<file path="config.mk">
export PLATFORM = sky130hd
export DESIGN_NAME = seeded_rng
export DESIGN_NICKNAME = d
export VERILOG_FILES = /design/src/rtl/rng_pkg.sv /design/src/rtl/rng_seq.sv /design/src/rtl/rng_mix.sv /design/src/rtl/seeded_rng.sv
export SDC_FILE = /design/constraint.sdc
export NUM_CORES = 2
export LEC_CHECK = 0
export BUFFER_PORTS_ARGS = -buffer_cell sky130_fd_sc_hd__buf_2
export CAP_MARGIN = 30
export CORE_MARGIN = 3
export CORE_UTILIZATION = 35
export DETAILED_ROUTE_END_ITERATION = 7
export PLACE_DENSITY = 0.59
export SLEW_MARGIN = 20
export SYNTH_ARGS = -nofsm -noshare
export SYNTH_HDL_FRONTEND = slang
export SYNTH_SLANG_ARGS = --single-unit
</file>
<file path="constraint.sdc">
create_clock -name clk -period 5.29 [get_ports clk]
set_clock_uncertainty 0.2 [all_clocks]
set_input_delay 0.529 -clock clk [delete_from_list [all_inputs] [get_ports clk]]
set_output_delay 0.529 -clock clk [all_outputs]
set_load 0.02 [all_outputs]
</file>
<file path="src/rtl/rng_pkg.sv">
package rng_pkg;

  localparam int unsigned REG_W = 32;

  localparam logic [7:0] OFS_CMD     = 8'h00;
  localparam logic [7:0] OFS_STATUS  = 8'h04;
  localparam logic [7:0] OFS_MODE    = 8'h08;
  localparam logic [7:0] OFS_IEN     = 8'h10;
  localparam logic [7:0] OFS_ISTAT   = 8'h14;
  localparam logic [7:0] OFS_LIMIT   = 8'h60;
  localparam logic [7:0] OFS_VERSION = 8'hF0;
  localparam logic [2:0] OFS_OUT_HI  = 3'b001;

  localparam logic [31:0] VERSION_WORD = 32'h0000_46BC;

  typedef enum logic [1:0] {
    OP_NOP  = 2'd0,
    OP_GEN  = 2'd1,
    OP_SEED = 2'd2
  } op_e;

  typedef enum logic [1:0] {
    PH_IDLE,
    PH_GEN,
    PH_SEED
  } phase_e;

  function automatic logic [31:0] xs32(input logic [31:0] v);
    logic [31:0] t;
    t = v ^ (v << 13);
    t = t ^ (t >> 17);
    t = t ^ (t << 5);
    return t;
  endfunction

  function automatic logic [31:0] rotl7(input logic [31:0] v);
    return {v[24:0], v[31:25]};
  endfunction

endpackage

</file>
<file path="src/rtl/rng_seq.sv">
module rng_seq
  import rng_pkg::*;
#(
  parameter int unsigned GEN_LAT_WIDE = 1024,
  parameter int unsigned SEED_LAT     = 512,
  parameter int unsigned LIMIT_W      = 32
) (
  input  logic               clk,
  input  logic               rst_n,
  input  logic               cmd_valid,
  input  logic [1:0]         cmd_op,
  input  logic               wide_mode,
  input  logic [LIMIT_W-1:0] unit_limit,
  output logic               generating,
  output logic               reseeding,
  output logic               seeded,
  output logic               gen_done,
  output logic               seed_done,
  output logic               gen_wide
);

  localparam int unsigned GEN_LAT_NARROW = GEN_LAT_WIDE / 2;
  localparam int unsigned MAX_LAT = (GEN_LAT_WIDE > SEED_LAT) ? GEN_LAT_WIDE : SEED_LAT;
  localparam int unsigned CNT_W   = $clog2(MAX_LAT + 1);
  localparam logic [CNT_W-1:0] LAT_W1 = CNT_W'(GEN_LAT_WIDE - 1);
  localparam logic [CNT_W-1:0] LAT_N1 = CNT_W'(GEN_LAT_NARROW - 1);
  localparam logic [CNT_W-1:0] LAT_S1 = CNT_W'(SEED_LAT - 1);

  phase_e             ph_q, ph_nx;
  logic [CNT_W-1:0]   cnt_q, cnt_nx;
  logic [LIMIT_W-1:0] units_q, units_nx;
  logic               seeded_q, seeded_nx;
  logic               wide_q, wide_nx;
  logic               gdone, sdone;
  logic [LIMIT_W:0]   units_sum;

  always_comb begin
    ph_nx     = ph_q;
    cnt_nx    = cnt_q;
    units_nx  = units_q;
    seeded_nx = seeded_q;
    wide_nx   = wide_q;
    gdone     = 1'b0;
    sdone     = 1'b0;
    units_sum = {1'b0, units_q} + (wide_q ? (LIMIT_W+1)'(2) : (LIMIT_W+1)'(1));
    case (ph_q)
      PH_IDLE: begin
        if (cmd_valid && cmd_op == OP_GEN && seeded_q) begin
          ph_nx   = PH_GEN;
          cnt_nx  = wide_mode ? LAT_W1 : LAT_N1;
          wide_nx = wide_mode;
        end else if (cmd_valid && cmd_op == OP_SEED) begin
          ph_nx    = PH_SEED;
          cnt_nx   = LAT_S1;
          units_nx = '0;
        end
      end
      PH_GEN: begin
        if (cnt_q == '0) begin
          gdone = 1'b1;
          if (unit_limit == '0) begin
            ph_nx    = PH_IDLE;
            units_nx = '0;
          end else if (units_sum >= {1'b0, unit_limit}) begin
            ph_nx    = PH_SEED;
            cnt_nx   = LAT_S1;
            units_nx = '0;
          end else begin
            ph_nx    = PH_IDLE;
            units_nx = units_sum[LIMIT_W-1:0];
          end
        end else begin
          cnt_nx = cnt_q - 1'b1;
        end
      end
      PH_SEED: begin
        if (cnt_q == '0) begin
          sdone     = 1'b1;
          ph_nx     = PH_IDLE;
          seeded_nx = 1'b1;
        end else begin
          cnt_nx = cnt_q - 1'b1;
        end
      end
      default: ph_nx = PH_IDLE;
    endcase
  end

  always_ff @(posedge clk or negedge rst_n) begin
    if (!rst_n) begin
      ph_q     <= PH_SEED;
      cnt_q    <= LAT_S1;
      units_q  <= '0;
      seeded_q <= 1'b0;
      wide_q   <= 1'b0;
    end else begin
      ph_q     <= ph_nx;
      cnt_q    <= cnt_nx;
      units_q  <= units_nx;
      seeded_q <= seeded_nx;
      wide_q   <= wide_nx;
    end
  end

  assign generating = (ph_q == PH_GEN);
  assign reseeding  = (ph_q == PH_SEED);
  assign seeded     = seeded_q;
  assign gen_done   = gdone;
  assign seed_done  = sdone;
  assign gen_wide   = wide_q;

  assert_one_pass_R8: assert property (@(posedge clk) disable iff (!rst_n)
    $onehot0({generating, reseeding}));

  assert_seeded_sticky_R1: assert property (@(posedge clk) disable iff (!rst_n)
    seeded |=> seeded);

  assert_seeded_after_pass_R1: assert property (@(posedge clk) disable iff (!rst_n)
    $rose(seeded) |-> $past(reseeding));

  assert_count_bound_R3: assert property (@(posedge clk) disable iff (!rst_n)
    cnt_q <= CNT_W'(MAX_LAT - 1));

endmodule

</file>
<file path="src/rtl/rng_mix.sv">
module rng_mix
  import rng_pkg::*;
#(
  parameter int unsigned LANES = 8
) (
  input  logic                   clk,
  input  logic                   rst_n,
  input  logic                   stir,
  input  logic                   capture,
  input  logic                   wide,
  output logic [LANES*REG_W-1:0] words
);

  localparam int unsigned HALF = LANES / 2;

  logic [REG_W-1:0] lane_q [LANES];
  logic [REG_W-1:0] out_q  [LANES];

  for (genvar i = 0; i < LANES; i++) begin : g_lane
    localparam logic [REG_W-1:0] LANE_INIT =
      (32'h9E37_79B9 + 32'(i) * 32'h7F4A_7C15) | 32'h1;
    localparam int unsigned NEXT = (i + 1) % LANES;
    logic [REG_W-1:0] lane_nx, out_nx;

    always_comb begin
      lane_nx = stir ? xs32(xs32(lane_q[i])) : xs32(lane_q[i]);
      if (i >= HALF && !wide) out_nx = '0;
      else                    out_nx = lane_q[i] ^ rotl7(lane_q[NEXT]);
    end

    always_ff @(posedge clk or negedge rst_n) begin
      if (!rst_n) begin
        lane_q[i] <= LANE_INIT;
      end else begin
        lane_q[i] <= lane_nx;
      end
    end

    always_ff @(posedge clk or negedge rst_n) begin
      if (!rst_n) begin
        out_q[i] <= '0;
      end else if (capture) begin
        out_q[i] <= out_nx;
      end
    end

    assign words[i*REG_W +: REG_W] = out_q[i];
  end

  assert_out_hold_R5: assert property (@(posedge clk) disable iff (!rst_n)
    !capture |=> $stable(words));

endmodule

</file>
<file path="src/rtl/seeded_rng.sv">
module seeded_rng
  import rng_pkg::*;
#(
  parameter int unsigned GEN_LAT_WIDE = 1024,
  parameter int unsigned SEED_LAT     = 512,
  parameter int unsigned OUT_WORDS    = 8
) (
  input  logic        clk,
  input  logic        rst_n,
  input  logic        bus_en,
  input  logic        bus_we,
  input  logic [7:0]  bus_addr,
  input  logic [31:0] bus_wdata,
  output logic [31:0] bus_rdata,
  output logic        irq
);

  localparam int unsigned IDX_W = $clog2(OUT_WORDS);

  logic        mode_q, mode_nx;
  logic        ie_glb_q, ie_seed_q, ie_rdy_q;
  logic        ie_glb_nx, ie_seed_nx, ie_rdy_nx;
  logic [1:0]  ist_q, ist_nx;
  logic [31:0] limit_q, limit_nx;

  logic wr, cmd_valid;
  logic generating, reseeding, seeded, gen_done, seed_done, gen_wide;
  logic [OUT_WORDS*REG_W-1:0] words;

  assign wr        = bus_en && bus_we;
  assign cmd_valid = wr && (bus_addr == OFS_CMD);

  rng_seq #(
    .GEN_LAT_WIDE (GEN_LAT_WIDE),
    .SEED_LAT     (SEED_LAT),
    .LIMIT_W      (32)
  ) seq_i (
    .clk        (clk),
    .rst_n      (rst_n),
    .cmd_valid  (cmd_valid),
    .cmd_op     (bus_wdata[1:0] & {2{bus_wdata[31:2] == '0}}),
    .wide_mode  (mode_q),
    .unit_limit (limit_q),
    .generating (generating),
    .reseeding  (reseeding),
    .seeded     (seeded),
    .gen_done   (gen_done),
    .seed_done  (seed_done),
    .gen_wide   (gen_wide)
  );

  rng_mix #(
    .LANES (OUT_WORDS)
  ) mix_i (
    .clk     (clk),
    .rst_n   (rst_n),
    .stir    (seed_done),
    .capture (gen_done),
    .wide    (gen_wide),
    .words   (words)
  );

  always_comb begin
    mode_nx    = mode_q;
    ie_glb_nx  = ie_glb_q;
    ie_seed_nx = ie_seed_q;
    ie_rdy_nx  = ie_rdy_q;
    limit_nx   = limit_q;
    ist_nx     = ist_q;
    if (wr) begin
      case (bus_addr)
        OFS_MODE:  mode_nx = bus_wdata[0];
        OFS_IEN: begin
          ie_glb_nx  = bus_wdata[31];
          ie_seed_nx = bus_wdata[1];
          ie_rdy_nx  = bus_wdata[0];
        end
        OFS_ISTAT: ist_nx = ist_q & ~bus_wdata[1:0];
        OFS_LIMIT: limit_nx = bus_wdata;
        default: ;
      endcase
    end
    if (gen_done)  ist_nx[0] = 1'b1;
    if (seed_done) ist_nx[1] = 1'b1;
  end

  always_ff @(posedge clk or negedge rst_n) begin
    if (!rst_n) begin
      mode_q    <= 1'b0;
      ie_glb_q  <= 1'b0;
      ie_seed_q <= 1'b0;
      ie_rdy_q  <= 1'b0;
      ist_q     <= 2'b00;
      limit_q   <= '0;
    end else begin
      mode_q    <= mode_nx;
      ie_glb_q  <= ie_glb_nx;
      ie_seed_q <= ie_seed_nx;
      ie_rdy_q  <= ie_rdy_nx;
      ist_q     <= ist_nx;
      limit_q   <= limit_nx;
    end
  end

  always_comb begin
    bus_rdata = '0;
    if (bus_addr[7:5] == OFS_OUT_HI && bus_addr[1:0] == 2'b00) begin
      bus_rdata = words[IDX_W'(bus_addr[4:2])*REG_W +: REG_W];
    end else begin
      case (bus_addr)
        OFS_STATUS:  bus_rdata = {reseeding, generating, 20'b0, seeded, 9'b0};
        OFS_MODE:    bus_rdata = {31'b0, mode_q};
        OFS_IEN:     bus_rdata = {ie_glb_q, 29'b0, ie_seed_q, ie_rdy_q};
        OFS_ISTAT:   bus_rdata = {30'b0, ist_q};
        OFS_LIMIT:   bus_rdata = limit_q;
        OFS_VERSION: bus_rdata = VERSION_WORD;
        default:     bus_rdata = '0;
      endcase
    end
  end

  assign irq = ie_glb_q && ((ie_rdy_q && ist_q[0]) || (ie_seed_q && ist_q[1]));

  assert_ready_from_gen_R3: assert property (@(posedge clk) disable iff (!rst_n)
    $rose(ist_q[0]) |-> $fell(generating));

  assert_ready_clear_by_write_R6: assert property (@(posedge clk) disable iff (!rst_n)
    $fell(ist_q[0]) |-> $past(wr && bus_addr == OFS_ISTAT && bus_wdata[0]));

  assert_irq_gated_R10: assert property (@(posedge clk) disable iff (!rst_n)
    (ist_q == 2'b00) |-> !irq);

endmodule

</file>
Yosys cells after proc, flatten, opt, wreduce, memory -nomap -nowiden
Index checks and enable logic that the tools add are counted.
{"block": "word_totals", "regBits": 597, "inputBits": 44, "elab_cells": 185}
{"block": "classes", "add_sub_neg": 2, "order_cmp": 1, "eq_ne": 19, "n_shift": 1, "n_mux": 43, "bitwise_logic": 59, "n_reduce_logical": 32}
{"operator": "bitwise XOR 32 bit", "n": 40}
{"operator": "two-way mux 32 bit", "n": 18}
{"operator": "bitwise XOR 32 x 15 -> 32 bit", "n": 16}
{"operator": "variable part select 256 x 9 -> 32 bit", "n": 1}
{"operator": "one-hot mux 32 bit (6 select lines)", "n": 1}
{"operator": "two-way mux 11 bit", "n": 6}
{"operator": "one-hot mux 32 bit (2 select lines)", "n": 1}
{"operator": "adder 32 x 33 -> 33 bit", "n": 1}
{"operator": "greater-or-equal comparator 33 x 32 -> 1 bit", "n": 1}
{"operator": "one-hot mux 11 bit (3 select lines)", "n": 1}
{"operator": "zero test 32 bit", "n": 1}
{"operator": "zero test 30 bit", "n": 1}
{"operator": "two-way mux 2 bit", "n": 9}
{"operator": "equality test 8 x 5 -> 1 bit (second input constant)", "n": 2}
{"operator": "AND reduction 2 bit", "n": 7}
{"operator": "zero test 11 bit", "n": 1}
{"operator": "subtractor 11 x 1 -> 11 bit (second input constant)", "n": 1}
{"operator": "two-way mux 10 bit", "n": 1}
{"operator": "nonzero test 2 bit", "n": 5}
{"operator": "logical AND 1 bit", "n": 9}
{"operator": "equality test 8 x 3 -> 1 bit (second input constant)", "n": 1}
{"operator": "equality test 8 x 4 -> 1 bit (second input constant)", "n": 1}
{"operator": "equality test 8 x 7 -> 1 bit (second input constant)", "n": 1}
{"operator": "equality test 8 bit (second input constant)", "n": 1}
{"operator": "other kinds (18)", "n": 30}

Logic depth before layout (Yosys ltp)
{"block": "logic_depth", "ltp_word": 7, "ltp_mapped": 20, "mapped_depth_nobuf": 17}

Cells and area by module
A second synthesis with hierarchy kept.
{"block": "unflattened", "cells_unflattened": 3909, "hier_area_um2": 39665.5}
{"module": "rng_mix", "n_inst": 1, "cells_each": 3078, "area_per_inst_um2": 31559.0, "seq_area_each_um2": 12982.5}
{"module": "seeded_rng", "n_inst": 1, "cells_each": 370, "area_per_inst_um2": 4169.0, "seq_area_each_um2": 950.9}
{"module": "rng_seq", "n_inst": 1, "cells_each": 461, "area_per_inst_um2": 3937.5, "seq_area_each_um2": 1188.6}

Worst setup path after synthesis
Ideal clock, no wire load.
{"block": "synth_timing", "path_kind": "register -> register", "from": "reg seq_i.wide_q, in the netlist seq_i.gen_wide", "to": "reg seq_i.cnt_q[3]", "setup_ns": 0.079, "arrival_time_ns": 4.419, "slack_ns": 0.591, "path_stages_with_launch": 19, "path_buffers": 1, "period_less_slack_ns": 4.699, "path_cell_list": "dfrtp_1 -> inv_1 -> clkbuf_1 -> ha_1 -> inv_1 -> fa_1 -> nor3_1 -> and2_1 -> and3_1 -> nor2b_1 -> or2_2 -> ha_1 -> a21oi_1 -> o21ai_0 -> a221oi_1 -> nand4_1 -> a221oi_2 -> nor3_4 -> a22o_1"}
{"block": "synth_via", "elab_chain_len": 5}
{"item": "from (decl)", "line": "rng_seq.sv:33", "rtl": "logic wide_q, wide_nx;"}
{"item": "from (signal assigned)", "line": "rng_seq.sv:101", "rtl": "wide_q <= wide_nx;"}
{"item": "two-way mux 2 bit", "line": "rng_seq.sv:45", "rtl": "units_sum = {1'b0, units_q} + (wide_q ? (LIMIT_W+1)'(2) : (LIMIT_W+1)'(1));"}
{"item": "adder 32 x 33 -> 33 bit", "line": "rng_seq.sv:45"}
{"item": "greater-or-equal comparator 33 x 32 -> 1 bit", "line": "rng_seq.sv:64", "rtl": "end else if (units_sum >= {1'b0, unit_limit}) begin"}
{"item": "!= test 3 bit (no line)"}
{"item": "AND reduction 5 bit (no line)"}
{"item": "to (signal assigned)", "line": "rng_seq.sv:98", "rtl": "cnt_q <= cnt_nx;"}
{"item": "to (decl)", "line": "rng_seq.sv:30", "rtl": "logic [CNT_W-1:0] cnt_q, cnt_nx;"}
Every way passes these cells.
A chain may end at the register's enable or synchronous reset.

Worst setup path in the final report
{"block": "layout_timing", "from": "reg seq_i.wide_q, in the netlist seq_i.gen_wide", "to": "reg seq_i.cnt_q[10]"}
Same word-level chain as after synthesis.

==> run metrics <==
Final setup viols=0; number of pins with negative max-slew slack in the final report=0; Design Power=0.00979 W; leakage=16.9 nW; width of the die=339 um; number of max-capacitance violations reported=0; combinational share of power=2.6%; ANT nets after route=0; grt total ovfl=0; highest clock rate=219 MHz; Clk pwr share=50.4%; final hold violations=0; sequential area share after synthesis=39.0%; worst hold path class=primary input to flop; total CTS buffers=71; core area=0.109 mm^2; number of standard cells after synthesis=3833; share of post-route cells with drive strength above 1=13.0%; crit path launch type=flop; Slew @ Worst Pin=972 ps; share of synthesized registers carrying an async set or reset=100%; final period utilization=86.5%; crit path time final=4570 ps; routed length per instance=22.3 um; via count of the first global-routing pass=26020; CTS tree=done; internal power contribution=0.00750 W; Port Buf Inserts=76; total of flip-flops plus latches after synthesis=597; number of detailed-routing iterations run before antenna repair=7; switching part of the total=23.4%; Data arrival, critical path=4860 ps; growth of design area from synthesis to finish=9.93%; number of fillers in the final layout=10653; Total Wirelength=117000 um; synthesized net count=3917; Synth Flop Type=sky130_fd_sc_hd__dfrtp_1; pwr dens=229 mW/mm^2; count of pins on the block boundary=77; Total Negative Setup Slacks=0 ps; Total Routing Usage GR=20.1%; largest net degree at the start of global routing=287; count of clock tree sinks=597; source-to-sink clock delay at the later pin of the worst-skew pair=630 ps; die height=339 um; drt first-iter violations=2513; power share of the sequential group=47.0%; count of vias placed by the detailed router=26776; flop-to-flop setup slack=720 ps; worst slew margin relative to its limit=35.2%; result of the run=finished, final reports clean; Worst VDD drop=0.000203 V; number of setup buffers added after CTS=0; leading cell types in the layout, fill and taps excluded=sky130_fd_sc_hd__xnor2_1, sky130_fd_sc_hd__nand2_1, sky130_fd_sc_hd__dfrtp_1; H-tree level count=3; clock-pin slew on the worst setup and hold paths=60 ps; estimated wirelength of the detail-placed design=85900 um; RSZ-0062 raised after global routing=no; switching power=0.00229 W; antenna violations before repair=1; post-synthesis instance area=0.0388 mm^2; CTS max path bufs=3; number of distinct library cells after synthesis=78; Die Area=0.115 mm^2; CTS root buffer=sky130_fd_sc_hd__clkbuf_16; leading cell type in the layout, fill and taps excluded=sky130_fd_sc_hd__xnor2_1; vias per std cell=5.10; number of rows in the core area=121; final net count=3802; Avg Inst Size Synth=10.1 um^2; starting utilization of the core area=35.5%; maximum net fanout on the critical path=10; Worst Hold Slack=51.8 ps; number of flops mapped to enable cells by yosys=0; Post-route DRC=0; Worst setup EP type=flop; required arrival time at the worst endpoint=5580 ps; first-pass GRT wire length=175000 um; type of the worst setup path=flop to flop; placer congestion estimate=0.902; Warnings, synthesis=0
-- layout make-up --
type                       instances  area [um^2]  area share (%)
sequential                       597        15100            35.4
clock buffer                     107         2040            4.78
timing repair buffer             141         1120            2.63
antenna                            1         2.50         0.00586
inverter                          49          186           0.437
clock inverter                    24          256           0.601
tap                             1476         1850            4.33
multi-input combinational       2858        22100            51.8
-- kinds of logic after synthesis --
| family | Yosys count | share of synthesized area [%] |
|---|---|---|
| xor+xnor | 1400 | 33.6 |
| fa+ha+maj | 40 | 1.31 |
| mux | 108 | 4.86 |
| simple gates | 742 | 8.10 |
| buf+inv | 378 | 4.21 |
| compound gates | 568 | 8.96 |
| flops | 597 | 39.0 |
-- flip-flops by register name, indices dropped and copies added, names as in the netlist --
| name | flops |
|---|---|
| ie_glb_q | 1 |
| ie_rdy_q | 1 |
| ie_seed_q | 1 |
| ist_q | 2 |
| limit_q | 32 |
| mix_i.lane_q | 256 |
| mix_i.words | 256 |
| mode_q | 1 |
| seq_i.cnt_q | 11 |
| seq_i.gen_wide | 1 |
| seq_i.ph_q | 2 |
| seq_i.seeded | 1 |
| seq_i.units_q | 32 |
-- routing by layer --
metal | wire [um] | vias up | GRT usage (%)
li1 | - | 12359 | -
met1 | 51600 | 13399 | 27.9
met2 | 54900 | 867 | 32.5
met3 | 7750 | 151 | 3.21
met4 | 3090 | 0 | 5.49
met5 | 0 | - | 0
-- stage by stage --
stage / setup WS (ps) / cell area (um^2) / instances / util, %
6_report: 717 / 42700 / 5253 / 39.0
5_1_grt: 319 / 42700 / 5252 / 39.0
4_1_cts: 672 / 42600 / 5250 / 38.9
3_5_place_dp: 671 / 40000 / 5086 / 36.5
3_3_place_gp: 683 / 40000 / 5086 / 36.5
2_1_floorplan: 591 / 38800 / 3833 / -
-- synth_stat cells, types with 4 or more instances --
library cell	n	area, um^2
sky130_fd_sc_hd__nand3_1	22	110
sky130_fd_sc_hd__a22oi_1	11	82.6
sky130_fd_sc_hd__o31ai_1	128	961
sky130_fd_sc_hd__mux4_2	64	1440
sky130_fd_sc_hd__clkbuf_1	193	724
sky130_fd_sc_hd__and4_1	6	52.6
sky130_fd_sc_hd__nand4_1	13	81.3
sky130_fd_sc_hd__o211ai_1	8	60.1
sky130_fd_sc_hd__nor4_1	18	113
sky130_fd_sc_hd__dfstp_2	146	3840
sky130_fd_sc_hd__ha_1	39	488
sky130_fd_sc_hd__buf_6	5	56.3
sky130_fd_sc_hd__dfrtp_1	451	11300
sky130_fd_sc_hd__o21ai_0	274	1370
sky130_fd_sc_hd__xnor3_1	31	698
sky130_fd_sc_hd__clkbuf_2	7	35.0
sky130_fd_sc_hd__a22o_1	31	272
sky130_fd_sc_hd__buf_1	8	30.0
sky130_fd_sc_hd__nor2_1	159	597
sky130_fd_sc_hd__mux2i_1	40	400
sky130_fd_sc_hd__nand2b_1	4	25.0
sky130_fd_sc_hd__inv_1	49	184
sky130_fd_sc_hd__a21oi_1	75	375
sky130_fd_sc_hd__buf_2	106	531
sky130_fd_sc_hd__or2_2	9	56.3
sky130_fd_sc_hd__a221oi_1	4	35.0
sky130_fd_sc_hd__and3_1	12	75.1
sky130_fd_sc_hd__a21o_1	6	45.0
sky130_fd_sc_hd__and2_1	5	31.3
sky130_fd_sc_hd__buf_4	10	75.1
sky130_fd_sc_hd__xor2_1	327	2860
sky130_fd_sc_hd__xnor2_1	1009	8840
sky130_fd_sc_hd__a31oi_1	5	31.3
sky130_fd_sc_hd__xnor2_2	17	277
sky130_fd_sc_hd__nand2_1	458	1720
sky130_fd_sc_hd__mux2_2	4	45.0
sky130_fd_sc_hd__xor3_1	7	166
sky130_fd_sc_hd__nor3_1	14	70.1
-- what timing repair did --
action / in CTS / in global routing
hold buffers: 33 / 0
hold endpoints to repair: 104 / 0
gates resized for setup: 0 / 0
-- final timing paths --
kind,startpoint,endpoint,depth (start not counted)
worst max-delay path,seq_i.gen_wide$_DFFE_PN0P_,seq_i.cnt_q[10]$_DFFE_PN0P_,18
worst min-delay path,bus_we,mode_q$_DFFE_PN0P_,3
worst max register to register,seq_i.gen_wide$_DFFE_PN0P_,seq_i.cnt_q[10]$_DFFE_PN0P_,18
worst min register to register,mix_i.words[229]$_DFFE_PN0P_,mix_i.words[229]$_DFFE_PN0P_,2
max in group asynchronous,rst_n,mix_i.words[131]$_DFFE_PN0P_,3
min in group asynchronous,rst_n,seq_i.units_q[22]$_DFFE_PN0P_,2
-- critical path, stage by stage, from the launching register on --
cell	delay [ps]
sky130_fd_sc_hd__dfrtp_1	410
sky130_fd_sc_hd__inv_4	80
sky130_fd_sc_hd__ha_1	160
sky130_fd_sc_hd__inv_1	60
sky130_fd_sc_hd__fa_1	440
sky130_fd_sc_hd__nor3_1	210
sky130_fd_sc_hd__buf_4	190
sky130_fd_sc_hd__nand2_1	90
sky130_fd_sc_hd__nor2_1	140
sky130_fd_sc_hd__xnor2_1	100
sky130_fd_sc_hd__ha_1	310
sky130_fd_sc_hd__nand4_2	130
sky130_fd_sc_hd__or4_1	570
sky130_fd_sc_hd__or3_1	420
sky130_fd_sc_hd__o211ai_2	130
sky130_fd_sc_hd__a221oi_2	100
sky130_fd_sc_hd__buf_4	180
sky130_fd_sc_hd__nor3_4	360
sky130_fd_sc_hd__a21boi_0	160
-- power by group through the flow --
| stage | Combinational [W] | Clock (W) | Sequential, W |
|---|---|---|---|
| detailed placement | 0.000246 | 0 | 0.00468 |
| finish | 0.000259 | 0.00493 | 0.00460 |
| floorplan | 0.0000805 | 0 | 0.00467 |
| global placement | 0.000246 | 0 | 0.00468 |
| CTS | 0.000266 | 0.00504 | 0.00460 |
| global route | 0.000286 | 0.00521 | 0.00460 |
Power figures use the tool's default switching activity.
